==> config.mk <==
export PLATFORM = sky130hd
export DESIGN_NAME = pcflow_unit
export DESIGN_NICKNAME = d
export VERILOG_FILES = /design/src/rtl/pcflow_pkg.sv /design/src/rtl/pcflow_decode.sv /design/src/rtl/pcflow_retstack.sv /design/src/rtl/pcflow_target.sv /design/src/rtl/pcflow_unit.sv
export SDC_FILE = /design/constraint.sdc
export NUM_CORES = 1
export LEC_CHECK = 0
export BUFFER_PORTS_ARGS = -buffer_cell sky130_fd_sc_hd__buf_4
export CORE_ASPECT_RATIO = 0.75
export CORE_MARGIN = 3
export CORE_UTILIZATION = 40
export DETAILED_ROUTE_END_ITERATION = 10
export PLACE_DENSITY_LB_ADDON = 0.1
export SYNTH_ARGS = -nofsm -noshare
export SYNTH_HDL_FRONTEND = slang
export SYNTH_SLANG_ARGS = --single-unit
==> constraint.sdc <==
create_clock -name clk -period 3 [get_ports clk]
set_input_delay 0 -clock clk [delete_from_list [all_inputs] [get_ports clk]]
set_output_delay 0 -clock clk [all_outputs]
set_load 0.01 [all_outputs]
==> src/rtl/pcflow_pkg.sv <==
package pcflow_pkg;

  typedef enum logic [1:0] {
    CLS_SEQ = 2'b00,
    CLS_REL = 2'b01,
    CLS_IND = 2'b10,
    CLS_STK = 2'b11
  } op_class_e;

  // relative-class kinds
  localparam logic [1:0] REL_JUMP = 2'b00;
  localparam logic [1:0] REL_CALL = 2'b01;
  localparam logic [1:0] REL_RET  = 2'b10;
  localparam logic [1:0] REL_RETI = 2'b11;

  // stack-class kinds
  localparam logic [1:0] STK_POP  = 2'b00;
  localparam logic [1:0] STK_DROP = 2'b01;
  localparam logic [1:0] STK_PEEK = 2'b10;
  localparam logic [1:0] STK_PUSH = 2'b11;

  typedef enum logic [1:0] {
    PC_SEQ = 2'b00,
    PC_REL = 2'b01,
    PC_REG = 2'b10,
    PC_TOP = 2'b11
  } pc_sel_e;

  typedef enum logic [1:0] {
    PS_LINK = 2'b00,  // pc + step
    PS_HERE = 2'b01,  // pc itself
    PS_REG  = 2'b10   // register operand
  } push_sel_e;

  typedef struct packed {
    logic      want_push;
    push_sel_e push_src;
    logic      want_pop;
    logic      want_top;
    logic      wb_req;
    pc_sel_e   pc_src;
    logic      reti;
  } flow_ctl_t;

endpackage

==> src/rtl/pcflow_decode.sv <==
module pcflow_decode
  import pcflow_pkg::*;
(
  input  logic      cond_ok,
  input  op_class_e cls,
  input  logic [1:0] kind,
  input  logic      stk_full,
  input  logic      stk_empty,
  output logic      push_go,
  output push_sel_e push_src,
  output logic      pop_go,
  output logic      wb_en,
  output pc_sel_e   pc_src,
  output logic      irq_restore,
  output logic      over_evt,
  output logic      under_evt
);

  flow_ctl_t ctl;
  logic      fail;

  always_comb begin
    ctl = '{want_push: 1'b0, push_src: PS_LINK, want_pop: 1'b0,
            want_top: 1'b0, wb_req: 1'b0, pc_src: PC_SEQ, reti: 1'b0};
    if (cond_ok) begin
      unique case (cls)
        CLS_SEQ: ctl.pc_src = PC_SEQ;
        CLS_REL: begin
          unique case (kind)
            REL_JUMP: ctl.pc_src = PC_REL;
            REL_CALL: begin
              ctl.want_push = 1'b1;
              ctl.push_src  = PS_LINK;
              ctl.pc_src    = PC_REL;
            end
            default: begin  // return and return-from-interrupt
              ctl.want_top = 1'b1;
              ctl.want_pop = 1'b1;
              ctl.pc_src   = PC_TOP;
              ctl.reti     = (kind == REL_RETI);
            end
          endcase
        end
        CLS_IND: begin
          ctl.pc_src = PC_REG;
          if (kind[0]) begin
            ctl.want_push = 1'b1;
            ctl.push_src  = PS_HERE;
          end
        end
        CLS_STK: begin
          unique case (kind)
            STK_POP: begin
              ctl.want_top = 1'b1;
              ctl.want_pop = 1'b1;
              ctl.wb_req   = 1'b1;
            end
            STK_DROP: begin
              ctl.want_top = 1'b1;
              ctl.want_pop = 1'b1;
            end
            STK_PEEK: begin
              ctl.want_top = 1'b1;
              ctl.wb_req   = 1'b1;
            end
            default: begin
              ctl.want_push = 1'b1;
              ctl.push_src  = PS_REG;
            end
          endcase
        end
        default: ctl.pc_src = PC_SEQ;
      endcase
    end
  end

  // a failed stack access cancels the whole instruction's effect
  assign over_evt    = ctl.want_push & stk_full;
  assign under_evt   = ctl.want_top & stk_empty;
  assign fail        = over_evt | under_evt;
  assign push_go     = ctl.want_push & ~stk_full;
  assign pop_go      = ctl.want_pop & ~stk_empty;
  assign push_src    = ctl.push_src;
  assign wb_en       = ctl.wb_req & ~stk_empty;
  assign irq_restore = ctl.reti & ~stk_empty;
  assign pc_src      = fail ? PC_SEQ : ctl.pc_src;

endmodule

==> src/rtl/pcflow_retstack.sv <==
module pcflow_retstack #(
  parameter int W     = 32,
  parameter int DEPTH = 8
) (
  input  logic                       clk,
  input  logic                       rst_n,
  input  logic                       push_go,
  input  logic                       pop_go,
  input  logic [W-1:0]               push_data,
  output logic [W-1:0]               top_data,
  output logic                       full,
  output logic                       empty,
  output logic [$clog2(DEPTH+1)-1:0] depth
);

  localparam int PTR_W = $clog2(DEPTH + 1);
  localparam logic [PTR_W-1:0] FULL_CNT = PTR_W'(DEPTH);

  logic [PTR_W-1:0] count;
  logic [W-1:0]     mem [DEPTH];

  // one write port per slot: slot i takes data when it is the next free one
  for (genvar i = 0; i < DEPTH; i++) begin : g_slot
    always_ff @(posedge clk) begin
      if (push_go && count == PTR_W'(i)) mem[i] <= push_data;
    end
  end

  always_ff @(posedge clk) begin
    if (!rst_n)       count <= '0;
    else if (push_go) count <= count + 1'b1;
    else if (pop_go)  count <= count - 1'b1;
  end

  always_comb begin
    top_data = '0;
    for (int i = 0; i < DEPTH; i++) begin
      if (count == PTR_W'(i + 1)) top_data = mem[i];
    end
  end

  assign full  = (count == FULL_CNT);
  assign empty = (count == '0);
  assign depth = count;

endmodule

==> src/rtl/pcflow_target.sv <==
module pcflow_target
  import pcflow_pkg::*;
#(
  parameter int W     = 32,
  parameter int OFF_W = 16,
  parameter int STEP  = 4
) (
  input  pc_sel_e        pc_src,
  input  logic [W-1:0]   pc_cur,
  input  logic           off_neg,
  input  logic [OFF_W-1:0] off_mag,
  input  logic [W-1:0]   reg_val,
  input  logic [W-1:0]   top_data,
  output logic [W-1:0]   link_pc,
  output logic [W-1:0]   pc_next
);

  function automatic logic [W-1:0] seq_pc(input logic [W-1:0] pc);
    return pc + W'(STEP);
  endfunction

  function automatic logic [W-1:0] rel_pc(input logic [W-1:0] pc,
                                          input logic neg,
                                          input logic [OFF_W-1:0] mag);
    logic [W-1:0] ext;
    ext = W'(mag);
    return neg ? (pc - ext) : (pc + ext);
  endfunction

  assign link_pc = seq_pc(pc_cur);

  always_comb begin
    unique case (pc_src)
      PC_REL:  pc_next = rel_pc(pc_cur, off_neg, off_mag);
      PC_REG:  pc_next = reg_val;
      PC_TOP:  pc_next = top_data;
      default: pc_next = link_pc;
    endcase
  end

endmodule

==> src/rtl/pcflow_unit.sv <==
module pcflow_unit
  import pcflow_pkg::*;
#(
  parameter int W     = 32,
  parameter int OFF_W = 16,
  parameter int DEPTH = 8,
  parameter int STEP  = 4
) (
  input  logic             clk,
  input  logic             rst_n,
  input  logic             cond_ok,
  input  logic [1:0]       op_cls,
  input  logic [1:0]       op_kind,
  input  logic             off_neg,
  input  logic [OFF_W-1:0] off_mag,
  input  logic [W-1:0]     reg_val,
  input  logic [W-1:0]     pc_cur,
  output logic [W-1:0]     pc_next,
  output logic             wb_en,
  output logic [W-1:0]     wb_data,
  output logic             irq_restore,
  output logic             err_over,
  output logic             err_under
);

  localparam int PTR_W = $clog2(DEPTH + 1);

  // internal events, named for the checker
  logic             push_go, pop_go, over_evt, under_evt;
  logic             stk_full, stk_empty;
  logic [PTR_W-1:0] stk_depth;
  logic [W-1:0]     top_data, link_pc, push_data;
  push_sel_e        push_src;
  pc_sel_e          pc_src;

  pcflow_decode u_dec (
    .cond_ok     (cond_ok),
    .cls         (op_class_e'(op_cls)),
    .kind        (op_kind),
    .stk_full    (stk_full),
    .stk_empty   (stk_empty),
    .push_go     (push_go),
    .push_src    (push_src),
    .pop_go      (pop_go),
    .wb_en       (wb_en),
    .pc_src      (pc_src),
    .irq_restore (irq_restore),
    .over_evt    (over_evt),
    .under_evt   (under_evt)
  );

  pcflow_target #(.W(W), .OFF_W(OFF_W), .STEP(STEP)) u_tgt (
    .pc_src   (pc_src),
    .pc_cur   (pc_cur),
    .off_neg  (off_neg),
    .off_mag  (off_mag),
    .reg_val  (reg_val),
    .top_data (top_data),
    .link_pc  (link_pc),
    .pc_next  (pc_next)
  );

  always_comb begin
    unique case (push_src)
      PS_HERE: push_data = pc_cur;
      PS_REG:  push_data = reg_val;
      default: push_data = link_pc;
    endcase
  end

  pcflow_retstack #(.W(W), .DEPTH(DEPTH)) u_stk (
    .clk       (clk),
    .rst_n     (rst_n),
    .push_go   (push_go),
    .pop_go    (pop_go),
    .push_data (push_data),
    .top_data  (top_data),
    .full      (stk_full),
    .empty     (stk_empty),
    .depth     (stk_depth)
  );

  assign wb_data = wb_en ? top_data : '0;

  always_ff @(posedge clk) begin
    if (!rst_n) begin
      err_over  <= 1'b0;
      err_under <= 1'b0;
    end else begin
      if (over_evt)  err_over  <= 1'b1;
      if (under_evt) err_under <= 1'b1;
    end
  end

endmodule

## Word level (Yosys, flattened, before mapping)

Memories as Yosys holds them, arrays and structs flattened.
Cells that the tools add are included.

- Bits in registers: 6
- RAM bits: 256
- Output and inout port bits: 68
- Memories kept: 1

- Add/sub/neg operators: 5
- Eq/ne operators: 19
- Multiplexer cells: 67
- Bitwise gates (word level): 9
- Reduce and logical (&&, ||, !) cells: 21

Memories:

| name | depth | bits a word | rd ports | clocked after Yosys merged registers in | write ports | RTL line | RTL |
|---|---|---|---|---|---|---|---|
| u_stk.mem | 8 | 32 | 8 | 0 | 1 | pcflow_retstack.sv:20 | `logic [W-1:0] mem [DEPTH];` |

Operator list:

| cell | count |
|---|---|
| 2-to-1 mux 32 bit | 17 |
| OR reduction 32 bit | 7 |
| one-hot mux 32 bit (3 select lines) | 1 |
| one-hot mux 32 bit (2 select lines) | 1 |
| adder 32 x 16 -> 32 bit | 1 |
| adder 32 x 3 -> 32 bit (second input constant) | 1 |
| subtractor 32 x 16 -> 32 bit | 1 |
| 2-to-1 mux 3 bit | 10 |
| 2-to-1 mux 1 bit | 29 |
| equality test 4 x 3 -> 1 bit (second input constant) | 4 |
| equality test 2 bit (second input constant) | 7 |
| 2-to-1 mux 9 bit | 1 |
| one-hot mux 3 bit (3 select lines) | 1 |
| equality test 2 x 1 -> 1 bit (second input constant) | 4 |
| equality test 4 x 2 -> 1 bit (second input constant) | 2 |
| logical AND 1 bit | 8 |
| 2-to-1 mux 4 bit | 2 |
| one-hot mux 2 bit (2 select lines) | 2 |
| AND 1 bit | 6 |
| 2-to-1 mux 2 bit | 3 |
| adder 4 x 1 -> 4 bit (second input constant) | 1 |
| equality test 4 x 1 -> 1 bit (second input constant) | 1 |
| equality test 4 bit (second input constant) | 1 |
| zero test 4 bit | 1 |
| other kinds (7) | 9 |

## Logic depth before layout (Yosys ltp)

- Word-level depth: 17
- Gate-level depth with buffers: 18
- Mapped depth without buffers: 17

## Hierarchy

A second synthesis with hierarchy kept.

- Cell total of the unflattened synthesis: 1423
- Area total of the unflattened synthesis: 15250.9 um2

By module, submodules not included:

| module | times used | cells an instance | area each (um2) | seq. area each (um2) |
|---|---|---|---|---|
| pcflow_retstack | 1 | 748 | 10495.1 | 7767.4 |
| pcflow_target | 1 | 492 | 3636.0 | 0.0 |
| pcflow_unit | 1 | 152 | 903.4 | 40.0 |
| pcflow_decode | 1 | 31 | 216.5 | 0.0 |

## Worst setup path before layout

Ideal clock, no wire load.

- Path kind: input to output
- From: in off_mag[5]
- To: out pc_next[22]
- Arrival time: 3.382 ns
- Data required time: 3.000 ns
- Path slack: -0.382 ns
- Cell stages on the path: 16
- Path through: nor3_1 -> nand2_1 -> nor4b_2 -> nand2_1 -> nor4_1 -> ha_1 -> mux2i_1 -> ha_1 -> a21oi_1 -> o21ai_0 -> nor3_1 -> or3b_4 -> nand2_2 -> xor2_2 -> o21ai_1 -> a221o_1

- Word-level cells in the longest chain between the ends: 3

RTL lines:

| what | RTL line | RTL |
|---|---|---|
| start, declared | pcflow_unit.sv:15 | `input logic [OFF_W-1:0] off_mag,` |
| adder 32 x 16 -> 32 bit or subtractor 32 x 16 -> 32 bit (tied branches) | pcflow_target.sv:27 | `return neg ? (pc - ext) : (pc + ext);` |
| 2-to-1 mux 32 bit (*) | pcflow_target.sv:27 |  |
| one-hot mux 32 bit (3 select lines) (*) | pcflow_target.sv:33 | `unique case (pc_src)` |
| end, declared | pcflow_unit.sv:18 | `output logic [W-1:0] pc_next,` |

Mark *: on every way between the ends. The rest lies on a longest branch, timed or not.

## Worst setup path after layout

- From: in off_mag[3]
- To: out pc_next[22]

Same word-level chain as after synthesis.

==> impl_metrics.py <==
metrics = {
    "run_status": {
        "status": "finished with violations",
        "violations": "setup timing",
    },
    "floorplanning": {
        "rows": 60,
        "core_sq_um": 36030,
        "die_h_um": 172.0,
        "die_area_sq_um": 39090,
        "start_util_pct": 40.78,
        "die_w_um": 227.3,
        "ios": 156,
    },
    "flow_run": {
        "maxCapViolCount": 0,
    },
    "power_and_ir_drop": {
        "p_leak_nw": 7.344,
        "p_total_w": 0.009351,
        "power_per_cell_area_nw_per_um2": 468.3,
        "vdd_drop_max_uv": 433.5,
    },
    "timing": {
        "slew_viol_final": 0,
        "setup_slack_ns": -0.5151,
        "skew_ns": 0.01731,
        "period_share_pct": 117.2,
        "tightest_slew_ns": 1.197,
        "finalHoldViolations": 0,
        "rsz0062_at_grt": "yes",
        "slew_headroom_pct": 19.33,
        "min_period_ns": 3.515,
        "setup_viol": 21,
        "fmax_mhz": 284.5,
    },
    "placement": {
        "port_buffers": 155,
        "placed_area_sq_um": 17860,
        "gp_congestion": 0.9272,
        "placed_cells": 2093,
        "dp_hpwl_um": 39150,
    },
    "logic_synthesis": {
        "synth_top_area_cell": "edfxtp_1",
        "synth-simple-area-share_pct": 11.75,
        "synth-compound-area-share_pct": 22.87,
        "synth_cells": 1355,
        "synth-adder-area-share_pct": 4.053,
        "synthMuxAreaShare_pct": 0.9196,
        "ys_seq_elements": 262,
        "yosysUniqueCellTypes": 85,
        "synth_ff_type": "edfxtp_1",
        "synth_area_sq_um": 14690,
        "synthTopCellsByArea": "edfxtp_1 52%, ha_1 3.9%, a21oi_1 3.9%",
        "synth_top_family_by_area": "compound AO/OA/AOI/OAI gates",
        "ys_seq_area_share_pct": 53.13,
        "synth_xor_area_share_pct": 3.925,
        "syn-num-nets": 1490,
        "postSynthAreaPerCell_sq_um": 10.84,
        "synth_top_area_share_pct": 52.32,
        "yosysWarnings": 0,
        "ys_async_sr_fraction_pct": 0,
        "synth_edf_count": 256,
    },
    "cells_and_area": {
        "final_cell_mix": "344 x buf_4, 256 x edfxtp_1, 100 x nand2_1",
        "diodes": 0,
        "final_area_sq_um": 19970,
        "final_util_pct": 55.42,
        "final_common_cell": "buf_4",
        "fin_nets": 1832,
        "drive_above_1_share_pct": 35.49,
        "finalNonFillerCells": 2178,
        "multi_input_area_sq_um": 7307,
        "syn_to_final_growth_pct": 35.91,
        "fillCellCount": 3158,
        "seq_area_sq_um": 7815,
    },
    "drt": {
        "ant_nets": 0,
        "drt-initial-drc-count": 1465,
        "wl_per_cell_um": 25.14,
        "drtPass1Iterations": 5,
        "wirelength_um": 54760,
        "dr_total_vias": 13070,
        "drcViolationCount": 0,
        "avgViaCountPerCell": 6.001,
    },
    "clocking": {
        "clk_path_buf_depth": 3,
        "htreeDepth": 1,
        "clk_pin_slew_ns": 0.08,
        "cts-root-buf": "clkbuf_16",
        "numCtsBuffers": 22,
        "clk_latency_ns": 0.53,
        "cts_tree": "yes",
        "cts_num_sinks": 262,
    },
    "grt": {
        "grt_pass1_vias": 12290,
        "antenna_found_initial": 1,
        "grt-ovfl-total": 0,
        "grt_util_all_layers_pct": 26.92,
        "grt_pass1_wl_um": 77930,
        "grt_max_degree": 37,
    },
    "critical_path": {
        "cp_data_arrival_time_ns": 3.52,
        "cp.buffers_inverters": 2,
        "worstPathRequired_ns": 3.00,
        "end_kind": "output port",
        "cp_max_fo": 3,
        "crit_family": "simple AND/OR/NAND/NOR gates",
        "path_class": "primary input to output port",
        "start_kind": "primary input",
        "cpMostUsedCell": "buf_6",
        "cpMaxStageDelayCell": "or3b_4",
        "path_cells": "buf_6 > nor3_4 > nand2_2 > nor4b_4 > nand2_1 > nor4_2 > ha_1 > mux2i_1 > ha_2 > a21oi_2 > o21ai_2 > nor3_2 > or3b_4 > nand2_4 > xor2_2 > o21ai_1 > a221o_1 > buf_6",
        "critical_path.max_stage_delay_ns": 0.44,
    },
    "hold_path": {
        "holdCritPathClass": "primary input to flop",
    },
}
[final timing paths]
| check | from | endpoint | slack [ns] | cells past startpoint |
|---|---|---|---|---|
| max | off_mag[3] | pc_next[22] | -0.52 | 18 |
| min | op_kind[0] | err_under | 0.01 | 5 |
| min reg2reg | err_over | err_over | 0.47 | 1 |
| max reg2reg | u_stk.depth[0] | u_stk.mem[0][70] | 0.54 | 8 |
[Yosys cell counts (9+ instances only)]
| cell | n |
|---|---|
| edfxtp_1 | 256 |
| a21oi_1 | 114 |
| nand2_1 | 109 |
| nor2_1 | 100 |
| a22oi_1 | 64 |
| o21ai_0 | 64 |
| clkbuf_1 | 50 |
| ha_1 | 46 |
| o211ai_1 | 38 |
| xnor2_1 | 38 |
| inv_1 | 37 |
| nand3_1 | 33 |
| a21o_1 | 29 |
| xor2_1 | 26 |
| a221oi_1 | 23 |
| nor3_1 | 22 |
| o22ai_1 | 20 |
| o21ai_1 | 19 |
| buf_2 | 18 |
| and2_1 | 16 |
| a221o_1 | 15 |
| and3_1 | 14 |
| a31oi_1 | 13 |
| a211oi_1 | 12 |
| o221ai_1 | 12 |
| o21a_1 | 11 |
| a22o_1 | 9 |
| mux2i_1 | 9 |
| nor2b_1 | 9 |
[registers in the layout, indices dropped and copies added, names as in the netlist]
name,cells
err_under,1
u_stk.depth,4
err_over,1
u_stk.mem,256
[what timing repair did]
item,in CTS,in global routing
gates cloned,3,2
resized for setup,120,101
endpoints found under the hold margin,30,0
hold buffers,5,0
setup endpoints to repair,46,45
pin swaps,71,113
buffers inserted,25,18
[worst register-to-register path, stage by stage, from the launching register on]
cell     delay (ns)
dfxtp_4        0.38
inv_4          0.04
ha_2           0.21
nor2b_1        0.15
and2_2         0.27
buf_4          0.18
nor2_1         0.36
and2_2         0.25
buf_12         0.23
[kinds of logic (layout without fill, tap and decap cells)]
family	Yosys count	in the layout
compound gates	494	494
simple gates	359	359
flops	262	262
buf+inv	115	473
xor+xnor	65	65
fa+ha+maj	47	47
mux	13	13
[layer usage]
layer  vias to the layer above  global-route usage (%)  wire [um]
met4                         2                   5.153       1113
met1                      6483                   41.21      25410
met5                         -                       0         13
met2                       569                   39.35      23540
met3                        73                   6.008       4678
li1                       5944                       -          -
[layout make-up]
class,instances,area share [%]
clock buffer,29,2.995
inverter,37,0.7080
tap,465,2.913
clock inverter,11,0.8897
sequential,262,39.13
timing repair buffer,396,16.77
multi-input combinational,978,36.59
[report_power, final]
group          internal, W  switching [W]  total, W
combinational     0.000987        0.00117   0.00215
clock              0.00184        0.00129   0.00313
sequential         0.00406     0.00000769   0.00407
[per-stage QoR]
stage | hold WS, ns | TNS [ns] | worst slack (ns)
CTS | 0.01227 | -5.690 | -0.5027
detailed placement | 0.2546 | -10.62 | -0.7519
global route | 0.01056 | -10.81 | -0.7243
floorplan | 0.1175 | -0.6993 | -0.1985
finish | 0.01117 | -6.212 | -0.5151
global placement | 0.2479 | -8.840 | -0.7140
(Power assumes the default switching activity.)
